`src/rtl/i2c_sar_pkg.sv`:
```
package i2c_sar_pkg;
  localparam int BYTE_W   = 8;
  localparam int ADDR_W   = 10;
  localparam int BCNT_W   = 4;
  localparam int ACK_SLOT = 9;
  localparam logic [4:0] TEN_HDR = 5'b11110;

  typedef enum logic [1:0] {
    PH_IDLE,
    PH_FIRST,
    PH_SECOND,
    PH_DATA
  } phase_e;
endpackage

```
`src/rtl/sar_line_sync.sv`:
```
module sar_line_sync #(
  parameter int STAGES = 2
) (
  input  logic clk,
  input  logic rst,
  input  logic scl_i,
  input  logic sda_i,
  output logic scl_s,
  output logic sda_s,
  output logic start_p,
  output logic stop_p,
  output logic scl_rise,
  output logic scl_fall
);
  logic [STAGES-1:0] scl_sh, sda_sh;
  logic scl_prv, sda_prv;

  generate
    if (STAGES == 1) begin : g_one
      always_ff @(posedge clk) begin
        if (rst) begin
          scl_sh <= '1;
          sda_sh <= '1;
        end else begin
          scl_sh <= scl_i;
          sda_sh <= sda_i;
        end
      end
    end else begin : g_many
      always_ff @(posedge clk) begin
        if (rst) begin
          scl_sh <= '1;
          sda_sh <= '1;
        end else begin
          scl_sh <= {scl_sh[STAGES-2:0], scl_i};
          sda_sh <= {sda_sh[STAGES-2:0], sda_i};
        end
      end
    end
  endgenerate

  assign scl_s = scl_sh[STAGES-1];
  assign sda_s = sda_sh[STAGES-1];

  always_ff @(posedge clk) begin
    if (rst) begin
      scl_prv <= 1'b1;
      sda_prv <= 1'b1;
    end else begin
      scl_prv <= scl_s;
      sda_prv <= sda_s;
    end
  end

  assign start_p  = scl_s & scl_prv & sda_prv & ~sda_s;
  assign stop_p   = scl_s & scl_prv & ~sda_prv & sda_s;
  assign scl_rise = scl_s & ~scl_prv;
  assign scl_fall = ~scl_s & scl_prv;
endmodule

```
`src/rtl/sar_addr_decode.sv`:
```
module sar_addr_decode
  import i2c_sar_pkg::*;
(
  input  phase_e              phase,
  input  logic [BYTE_W-1:0]   rx_byte,
  input  logic [ADDR_W-1:0]   own_addr,
  input  logic                ten_bit_en,
  input  logic                gc_en,
  input  logic                tb_matched,
  output logic                ack,
  output logic                match,
  output logic                rd,
  output logic                tbm_set,
  output logic                tbm_clr,
  output phase_e              next_phase
);
  logic gc_hit, hdr_hit, low_hit, sev_hit;

  assign gc_hit  = gc_en && (rx_byte == '0);
  assign hdr_hit = (rx_byte[7:3] == TEN_HDR) && (rx_byte[2:1] == own_addr[9:8]);
  assign low_hit = (rx_byte == own_addr[7:0]);
  assign sev_hit = (rx_byte[7:1] == own_addr[6:0]);

  always_comb begin
    ack        = 1'b0;
    match      = 1'b0;
    rd         = 1'b0;
    tbm_set    = 1'b0;
    tbm_clr    = 1'b0;
    next_phase = PH_IDLE;
    unique case (phase)
      PH_FIRST: begin
        if (gc_hit) begin
          ack        = 1'b1;
          match      = 1'b1;
          tbm_clr    = 1'b1;
          next_phase = PH_DATA;
        end else if (ten_bit_en) begin
          if (hdr_hit && !rx_byte[0]) begin
            ack        = 1'b1;
            tbm_clr    = 1'b1;
            next_phase = PH_SECOND;
          end else if (hdr_hit && tb_matched) begin
            ack   = 1'b1;
            match = 1'b1;
            rd    = 1'b1;
          end else begin
            tbm_clr = 1'b1;
          end
        end else if (sev_hit) begin
          ack        = 1'b1;
          match      = 1'b1;
          rd         = rx_byte[0];
          next_phase = rx_byte[0] ? PH_IDLE : PH_DATA;
        end else begin
          tbm_clr = 1'b1;
        end
      end
      PH_SECOND: begin
        if (low_hit) begin
          ack        = 1'b1;
          match      = 1'b1;
          tbm_set    = 1'b1;
          next_phase = PH_DATA;
        end else begin
          tbm_clr = 1'b1;
        end
      end
      PH_DATA: begin
        ack        = 1'b1;
        next_phase = PH_DATA;
      end
      default: begin
        next_phase = PH_IDLE;
      end
    endcase
  end
endmodule

```
`src/rtl/sar_irq_flags.sv`:
```
module sar_irq_flags (
  input  logic clk,
  input  logic rst,
  input  logic tcf_evt,
  input  logic match_evt,
  input  logic arb_evt,
  input  logic clr,
  output logic irq_flag,
  output logic arb_flag
);
  logic any_evt;
  assign any_evt = tcf_evt | match_evt | arb_evt;

  always_ff @(posedge clk) begin
    if (rst) begin
      irq_flag <= 1'b0;
      arb_flag <= 1'b0;
    end else begin
      if (any_evt)   irq_flag <= 1'b1;
      else if (clr)  irq_flag <= 1'b0;
      if (arb_evt)   arb_flag <= 1'b1;
      else if (clr)  arb_flag <= 1'b0;
    end
  end
endmodule

```
`src/rtl/i2c_addr_slave.sv`:
```
module i2c_addr_slave
  import i2c_sar_pkg::*;
#(
  parameter int SYNC_STAGES = 2
) (
  input  logic              clk,
  input  logic              rst,
  input  logic              blk_en,
  input  logic              ten_bit_en,
  input  logic              gc_en,
  input  logic              irq_en,
  input  logic [9:0]        own_addr,
  input  logic              flag_clr,
  input  logic              arb_lost_i,
  input  logic              scl_i,
  input  logic              sda_i,
  output logic              sda_oe,
  output logic [7:0]        rx_data,
  output logic              sel_flag,
  output logic              slave_rd,
  output logic              xfer_done,
  output logic              arb_flag,
  output logic              irq_flag,
  output logic              irq
);
  localparam logic [BCNT_W-1:0] LAST_BIT = BCNT_W'(BYTE_W);
  localparam logic [BCNT_W-1:0] ACK_BIT  = BCNT_W'(ACK_SLOT);

  logic scl_s, sda_s, start_p, stop_p, scl_rise, scl_fall;

  sar_line_sync #(.STAGES(SYNC_STAGES)) u_sync (
    .clk(clk), .rst(rst), .scl_i(scl_i), .sda_i(sda_i),
    .scl_s(scl_s), .sda_s(sda_s), .start_p(start_p), .stop_p(stop_p),
    .scl_rise(scl_rise), .scl_fall(scl_fall)
  );

  phase_e             phase, pend_phase, dec_next;
  logic [BCNT_W-1:0]  bitcnt;
  logic [BYTE_W-1:0]  sreg;
  logic               tb_matched, pend_match, pend_rd;
  logic               dec_ack, dec_match, dec_rd, dec_tbm_set, dec_tbm_clr;

  sar_addr_decode u_dec (
    .phase(phase), .rx_byte(sreg), .own_addr(own_addr),
    .ten_bit_en(ten_bit_en), .gc_en(gc_en), .tb_matched(tb_matched),
    .ack(dec_ack), .match(dec_match), .rd(dec_rd),
    .tbm_set(dec_tbm_set), .tbm_clr(dec_tbm_clr), .next_phase(dec_next)
  );

  logic active, slot_end, tcf_evt, match_evt, arb_evt;
  assign active    = (phase != PH_IDLE);
  assign slot_end  = active && scl_fall && (bitcnt == ACK_BIT);
  assign tcf_evt   = blk_en && slot_end && sda_oe;
  assign match_evt = blk_en && slot_end && pend_match;
  assign arb_evt   = blk_en && arb_lost_i;

  always_ff @(posedge clk) begin
    if (rst || !blk_en) begin
      phase      <= PH_IDLE;
      pend_phase <= PH_IDLE;
      bitcnt     <= '0;
      sreg       <= '0;
      tb_matched <= 1'b0;
      pend_match <= 1'b0;
      pend_rd    <= 1'b0;
      sda_oe     <= 1'b0;
      rx_data    <= '0;
      sel_flag   <= 1'b0;
      slave_rd   <= 1'b0;
      xfer_done  <= 1'b0;
    end else if (start_p) begin
      phase      <= PH_FIRST;
      bitcnt     <= '0;
      pend_match <= 1'b0;
      sda_oe     <= 1'b0;
      sel_flag   <= 1'b0;
      slave_rd   <= 1'b0;
      xfer_done  <= 1'b0;
    end else if (stop_p) begin
      phase      <= PH_IDLE;
      bitcnt     <= '0;
      tb_matched <= 1'b0;
      pend_match <= 1'b0;
      sda_oe     <= 1'b0;
      sel_flag   <= 1'b0;
      slave_rd   <= 1'b0;
      xfer_done  <= 1'b0;
    end else if (active) begin
      if (scl_rise) begin
        if (bitcnt < LAST_BIT) sreg <= {sreg[BYTE_W-2:0], sda_s};
        if (bitcnt == '0) xfer_done <= 1'b0;
        bitcnt <= bitcnt + 1'b1;
      end else if (scl_fall && bitcnt == LAST_BIT) begin
        sda_oe     <= dec_ack;
        pend_match <= dec_match;
        pend_rd    <= dec_rd;
        pend_phase <= dec_next;
        rx_data    <= sreg;
        if (dec_tbm_set)      tb_matched <= 1'b1;
        else if (dec_tbm_clr) tb_matched <= 1'b0;
      end else if (slot_end) begin
        sda_oe     <= 1'b0;
        bitcnt     <= '0;
        phase      <= pend_phase;
        pend_match <= 1'b0;
        if (sda_oe) xfer_done <= 1'b1;
        if (pend_match) begin
          sel_flag <= 1'b1;
          slave_rd <= pend_rd;
        end
      end
    end
  end

  sar_irq_flags u_flags (
    .clk(clk), .rst(rst), .tcf_evt(tcf_evt), .match_evt(match_evt),
    .arb_evt(arb_evt), .clr(flag_clr), .irq_flag(irq_flag), .arb_flag(arb_flag)
  );

  assign irq = irq_flag & irq_en;
endmodule

```
`config.mk`:
```
export PLATFORM = sky130hd
export DESIGN_NAME = i2c_addr_slave
export DESIGN_NICKNAME = d
export VERILOG_FILES = /design/src/rtl/i2c_sar_pkg.sv /design/src/rtl/sar_line_sync.sv /design/src/rtl/sar_addr_decode.sv /design/src/rtl/sar_irq_flags.sv /design/src/rtl/i2c_addr_slave.sv
export SDC_FILE = /design/constraint.sdc
export NUM_CORES = 1
export LEC_CHECK = 0
export BUFFER_PORTS_ARGS = -buffer_cell sky130_fd_sc_hd__buf_2
export CORE_MARGIN = 4
export CORE_UTILIZATION = 55
export DETAILED_ROUTE_END_ITERATION = 6
export GPL_ROUTABILITY_DRIVEN = 0
export HOLD_SLACK_MARGIN = 0.1
export PLACE_DENSITY = 0.79
export REMOVE_ABC_BUFFERS = 1
export SKIP_CTS_REPAIR_TIMING = 1
export SYNTH_ARGS = -nofsm -noshare
export SYNTH_HDL_FRONTEND = slang
export SYNTH_SLANG_ARGS = --single-unit
export TNS_END_PERCENT = 20
```
`constraint.sdc`:
```
create_clock -name clk -period 2.8 [get_ports clk]
set_clock_uncertainty 0.2 [all_clocks]
set_input_delay 0.84 -clock clk [delete_from_list [all_inputs] [get_ports clk]]
set_output_delay 0.84 -clock clk [all_outputs]
set_load 0.05 [all_outputs]
```
==> out/results.txt, run 1 <==
The run finished with clean final reports. The critical path buffer and inverter count came out at 1. The combinational family with the most area after synthesis is simple AND/OR/NAND/NOR gates. Of all flip-flops after synthesis, the portion carrying an async set or reset was 0%. TritonCTS built the clock tree.

The logs give 394 MHz for the fmax and 340 ps for the clock network latency to the later pin of the worst-skew pair. Headroom to the max-slew limit came out at 53.9%. At the pin with the least slew margin, the transition time is 686 ps.

The highest cell delay on the worst timing path was 520 ps; the count of buffers from port buffering was 34. At the worst endpoint, the required time is 2870 ps. For this design the ratio of total power to cell area is 467 nW/um^2.

Post-route antenna net violation count: 0. The logs give 5 for the TritonCTS buffer count and 4070 microns for the total routed wirelength. Largest delay contributor family on the critical path: simple AND/OR/NAND/NOR gates.

The run gives 21 as the standard-cell row count. The simple-gate share of the synthesized area works out to 24.8%. The core region is 3360 sq um. The most frequent standard cell in the layout excluding fill and tap cells was sky130_fd_sc_hd__nand2_1.

After global routing the overflow that remains totals 0. The clock drives 39 sinks. The floorplan step set the die width to 67.2 microns. After synthesis the netlist holds a flip-flop and latch count of 39. The Yosys step of the flow raised 0 warnings. Dividing the detail-routed wire length by the instance count gives 13.4 microns.

The max-slew violation count was 0. The number of antenna diodes in the final layout is 0. The average via count per standard cell came out at 5.50. The number of global-route vias before repair is 1461, and the number of DRC violations after detailed routing is 0. The portion of synthesized area spent on multiplexers is 1.04%. In this run the cell area of the synthesized design comes to 1930 sq um. The first routing iteration left 68 violations.

For this block, the via count after detailed routing is 1676. The cell sitting at the root of the clock tree is a sky130_fd_sc_hd__clkbuf_4. Along the worst path, the maximum fanout reaches 10. The initial antenna violation count is 0, and the post-CTS clock slew at the launch and capture registers of the worst setup and hold paths is 110 ps.

Synthesis produced a netlist whose cell count is 231. Cells with a size suffix above 1 make up 20.8% of the layout. The logs give 35 for the number of primary I/O pins and 0.815 nW for the static leakage. Post-synthesis share of cell area spent on xor and xnor gates: 8.62%.

The die is 67.2 microns tall. The first global-routing pass estimated 6710 microns of wire. For the post-synthesis cell type count, the log shows 45.

Setup repair after global routing left no endpoint under its margin. For this run, the register share of the synthesized area comes to 40.4%. Across the run, the number of max-cap violations was 0.

The sum of net half-perimeters after detailed placement came out at 3050 microns. In this run the number of H-tree levels came out at 2. The worst-case IR drop observed on VDD is 0.000394 V.

The worst setup path is captured at a register. The synthesized netlist devotes 15.9% of its cell area to compound gates. The run gives 285 as the total number of nets in the final design.

The top cell types in the final layout, fill and taps aside, are 41 x sky130_fd_sc_hd__nand2_1, 39 x sky130_fd_sc_hd__dfxtp_1, 34 x sky130_fd_sc_hd__buf_2, 24 x sky130_fd_sc_hd__a21oi_1, 15 x sky130_fd_sc_hd__xnor2_1. First-pass iteration count of the detailed router: 4. The area share of fa/ha/maj cells after synthesis was 4.54%.

The starting density of the core was 57.4%. Share of the clock period used by the worst path after layout: 90.6%. The total power after layout is 1.02 mW.

The most prevalent standard cell on the critical path was sky130_fd_sc_hd__and4bb_1. The total global-route track usage is 19.6%, and the post-route minimum period is 2540 ps. The area enclosed by the die boundary is 4520 sq um.

The count of flip-flops with a built-in enable after synthesis is 0. The slowest stage of the critical path is the sky130_fd_sc_hd__and4bb_1 cell. The number of hold-slack violations in the final timing report is 0, and the accumulated negative setup slack is 0 ps. Classification of the worst setup path: reg -> reg. Dividing the synthesized area by the synthesized cell count gives 8.36 sq um.

Path type of the worst min-delay path: reg -> reg. Traced cell by cell, the critical path runs through inv_1 -> ha_1 -> and4bb_1 -> and4bb_1 -> o21ai_4 -> or3_1 -> a211oi_1. The count of final setup violators came out at 0. Entering global routing, the biggest net connects 18 pins.

Area growth from synthesis to layout: 13.5%. The tools report the maximum count of clock buffers along a single path as 2. For the worst setup path, the data arrival time is 2600 ps.

For this run, the leading register cell type out of synthesis is sky130_fd_sc_hd__dfxtp_1. The worst setup path is launched from a register.
cells by family after synthesis:
family,Yosys count
XOR/XNOR,19
flip-flops,39
buffers and inverters,22
AND/OR/NAND/NOR,93
adder cells (fa/ha/maj),7
AO/OA/AOI/OAI,49
multiplexers,2
final timing paths:
kind / slack (ps) / from / to / cells after the start
setup / recovery: 260 / phase[0] / bitcnt[3] / 7
hold / removal: 230 / u_sync.sda_sh[0] / u_sync.sda_sh[1] / 1
setup reg to reg: 260 / phase[0] / bitcnt[3] / 7
hold reg to reg: 230 / u_sync.sda_sh[0] / u_sync.sda_sh[1] / 1
per-stage QoR:
step	util, %	std cells	hold WS [ps]	area [sq um]	setup slack, ps
floorplan	-	215	189	1860	498
global placement	62.6	297	192	2110	390
detailed placement	62.6	297	201	2110	266
CTS	65.2	305	231	2190	251
global route	65.2	305	250	2190	71.1
finish	65.2	305	227	2190	264
power by group:
group / internal, mW / switching, mW / total (mW)
registers: 0.560 / 0.00435 / 0.564
logic: 0.0287 / 0.0366 / 0.0653
clock network: 0.211 / 0.184 / 0.395
total: 0.800 / 0.225 / 1.02
layout make-up:
class	count	area [sq um]
clock inverter	2	35.0
fill	321	1170
multi-input combinational	170	1060
clock buffer	6	51.3
timing repair buffer	36	185
inverter	6	22.5
sequential	39	781
tap	46	57.6
Yosys cell counts (all sizes together), types with 4 or more instances:
library cell / n / area (sq um)
a21oi: 24 / 120
clkbuf: 14 / 52.6
dfxtp: 39 / 781
ha: 7 / 87.6
inv: 6 / 22.5
nand2: 41 / 154
nand3: 8 / 40.0
nor2: 6 / 22.5
nor2b: 4 / 25.0
nor3: 6 / 35.0
o21ai: 7 / 46.3
or2: 6 / 37.5
xnor2: 15 / 131
xor2: 4 / 35.0
flip-flops by register name (all words and copies together), names as in the netlist, 2 cells and up:
signal / count
u_sync.sda_sh: 2
bitcnt: 4
rx_data: 8
pend_phase: 2
u_sync.scl_sh: 2
phase: 2
sreg: 8
layer usage:
metal / part of all wire (%) / GRT usage (%) / vias up / wire length, microns
met2: 48 / 30.9 / 55 / 1940
met4: 0.47 / 5.06 / 0 / 19
met5: 0 / 0 / - / 0
met1: 46 / 26.3 / 772 / 1860
li1: - / - / 847 / -
met3: 6.4 / 5.49 / 2 / 262
worst register-to-register path: cells and delay by family (launching register included):
kind	cells	cell delay, ps
flip-flops	1	400
adder cells (fa/ha/maj)	1	250
AO/OA/AOI/OAI	2	340
buffers and inverters	1	90
AND/OR/NAND/NOR	3	1180
Power figures use the tool's default switching activity.
==> run 2, diff against run 1 <==
--- a/config.mk
+++ b/config.mk
@@ -6,7 +6,8 @@
 export NUM_CORES = 1
 export LEC_CHECK = 0
 export BUFFER_PORTS_ARGS = -buffer_cell sky130_fd_sc_hd__buf_2
-export CORE_MARGIN = 4
+export CAP_MARGIN = 20
+export CORE_MARGIN = 3
 export CORE_UTILIZATION = 55
 export DETAILED_ROUTE_END_ITERATION = 6
 export GPL_ROUTABILITY_DRIVEN = 0
==> out/results.txt, run 2 (synthesis results as in run 1) <==
The largest registers in the layout are rx_data x8, sreg x8, bitcnt x4. The number of DRC violations after detailed routing came out at 0 (unchanged). The total global-route track usage came out at 21.7% (+2.1 points). The run gives 0 (unchanged) as the total overflow reported by the global router. The area growth from synthesis to layout came out at 13.4%. The TritonCTS buffer count was 5 (unchanged).

The final-layout worst hold slack was 217 ps (-9.62 ps); the power per unit of standard cell area was 468 nW/um^2 (+0.11%). The count of final setup violators was 0 (unchanged). The floorplan die width came out at 65.2 microns (-3.0%). The post-route antenna net violation count is 0 (unchanged), and the maximum count of clock buffers along a single path is 2 (unchanged).

The fmax is 392 MHz (-0.67%), and the starting density of the core is 60.3% (+2.9 points). For the setup slack on the worst flop-to-flop path, the log shows 250 ps (-20 ps). The slew at the pin closest to its max-slew limit is 687 ps (+0.619 ps), and the clock network latency to the later pin of the worst-skew pair is 370 ps (+30 ps).

The worst setup path is of the reg -> reg kind. The tools report the area inside the core boundary as 3200 sq um (-4.8%). The count of antenna diodes in the layout was 0 (unchanged); the count of cells along the worst hold path was 1 (unchanged). For the number of vias in the routed layout, the log shows 1688 (+0.72%). Tracing the worst setup path back leads to its startpoint at phase[0].

The share of the clock period used by the worst path after layout works out to 91.2% (+0.61 points). For the number of primary I/O pins, the log shows 35 (unchanged). The number of cells traversed by the worst register-to-register path was 7 (unchanged); the headroom to the max-slew limit was 53.9% (about the same). The worst register-to-register path begins at phase[0]. The average via count per standard cell came out at 5.57 (+1.4%). The initial antenna violation count was 0 (unchanged); the first-pass iteration count of the detailed router was 5 (+1). The total number of nets in the final design was 285 (unchanged); the total number of clock tree sinks was 39 (unchanged). CTS placed an instance of sky130_fd_sc_hd__clkbuf_4 at the clock tree root.

Critical path data required time: 2880 ps (about the same). The post-CTS clock slew at the launch and capture registers of the worst setup and hold paths works out to 110 ps (about the same). The count of buffers from port buffering is 34 (unchanged), and the number of hold-slack violations in the final timing report is 0 (unchanged).

For the number of global-route vias before repair, the log shows 1571 (+7.5%). The first-pass GRT wire length is 7160 microns (+6.7%), and the static leakage is 0.815 nW (unchanged). The library cell used most frequently in the layout, excluding fill and tap cells, is sky130_fd_sc_hd__nand2_1.

The sum of net half-perimeters after detailed placement is 3110 microns (+1.9%). Setup repair after global routing left no endpoint under its margin. The logs give 0.000398 V (+0.96%) for the largest voltage drop on the vdd net and 126 (+85%) for the number of DRC markers in iteration 0. For the max capacitance violation total, the log shows 0 (unchanged). STA classifies the critical path startpoint as a register. For the area enclosed by the die boundary, the log shows 4260 sq um (-5.9%). The most critical setup path has its endpoint at bitcnt[3]. The number of H-tree branching levels was 2 (unchanged); the accumulated negative setup slack was 0 ps (unchanged). The worst hold path belongs to the class reg -> reg. The maximum fanout encountered on the critical timing path was 10 (unchanged). Leaving out fill and tap cells, the most frequent cells in the layout are 41 x sky130_fd_sc_hd__nand2_1, 39 x sky130_fd_sc_hd__dfxtp_1, 34 x sky130_fd_sc_hd__buf_2, 24 x sky130_fd_sc_hd__a21oi_1, 15 x sky130_fd_sc_hd__xnor2_1. The die height was 65.2 microns (-3.0%); the data arrival time of the critical path was 2630 ps (+30 ps).

In this run the critical register-to-register path is captured at bitcnt[3]. The wire length per cell was 13.6 microns (+1.6%). The standard-cell row count was 20 (-4.8%). TritonCTS built the clock tree. STA classifies the critical path endpoint as a register. The post-route minimum period was 2550 ps (+17.2 ps).

For the max-slew violation count, the log shows 0 (unchanged). The tools report the total power after layout as 1.02 mW (about the same). The share of cells above drive strength 1 is 20.8% (unchanged). The run gives 297 (-7.5%) as the final-layout fill cell count. The total routed wirelength is 4110 microns (+0.96%). The run finished with clean final reports. The tools report the maximum number of pins on one net before global-route repair as 18 (unchanged).
## run 2: how the worst min path moves through the flow
| stage | to | slack (ps) | from |
|---|---|---|---|
| global route | u_sync.scl_sh[1] | 250 | u_sync.scl_sh[0] |
| finish | u_sync.scl_sh[1] | 220 | u_sync.scl_sh[0] |
| global placement | u_sync.scl_sh[1] | 200 | u_sync.scl_sh[0] |
| floorplan | u_sync.scl_sh[1] | 190 | u_sync.scl_sh[0] |
| CTS | u_sync.scl_sh[1] | 220 | u_sync.scl_sh[0] |
| detailed placement | u_sync.scl_sh[1] | 190 | u_sync.scl_sh[0] |
## run 2: report_power, final
part / leakage (nW) / total, mW / switching (mW) / internal (mW)
logic: 0.451 / 0.0641 / 0.0354 / 0.0287
clock network: 0.0482 / 0.396 / 0.185 / 0.211
registers: 0.316 / 0.564 / 0.00435 / 0.560
## run 2: area by class of cell
type / instances / area [sq um] / share of cell area [%]
multi-input combinational: 170 / 1060 / 48.4
sequential: 39 / 781 / 35.7
timing repair buffer: 36 / 185 / 8.46
tap: 44 / 55.1 / 2.51
clock buffer: 6 / 51.3 / 2.34
clock inverter: 2 / 35.0 / 1.60
inverter: 6 / 22.5 / 1.03
## run 2: through the flow
| step | instance area [sq um] | std cells | setup WS (ps) | util [%] |
|---|---|---|---|---|
| 6_report | 2190 | 303 | 246 | 68.4 |
| 5_1_grt | 2190 | 303 | 49.5 | 68.4 |
| 4_1_cts | 2190 | 303 | 260 | 68.4 |
| 3_5_place_dp | 2100 | 295 | 265 | 65.7 |
| 3_3_place_gp | 2100 | 295 | 364 | 65.7 |
| 2_1_floorplan | 1860 | 215 | 498 | - |
## run 2: critical path, cell delays in order (launching register included)
cell and delay, ps:
sky130_fd_sc_hd__dfxtp_1 400, sky130_fd_sc_hd__inv_1 80, sky130_fd_sc_hd__ha_1 250, sky130_fd_sc_hd__and4bb_1 320, sky130_fd_sc_hd__and4bb_1 520, sky130_fd_sc_hd__o21ai_4 120
sky130_fd_sc_hd__or3_1 350, sky130_fd_sc_hd__a211oi_1 230
## run 2: metal layers
metal,wire [microns],vias to the layer above,GRT usage (%)
met3,275,7,7.52
met5,0,-,0
li1,-,851,-
met1,1890,786,27.6
met4,59,0,6.99
met2,1890,44,34.3
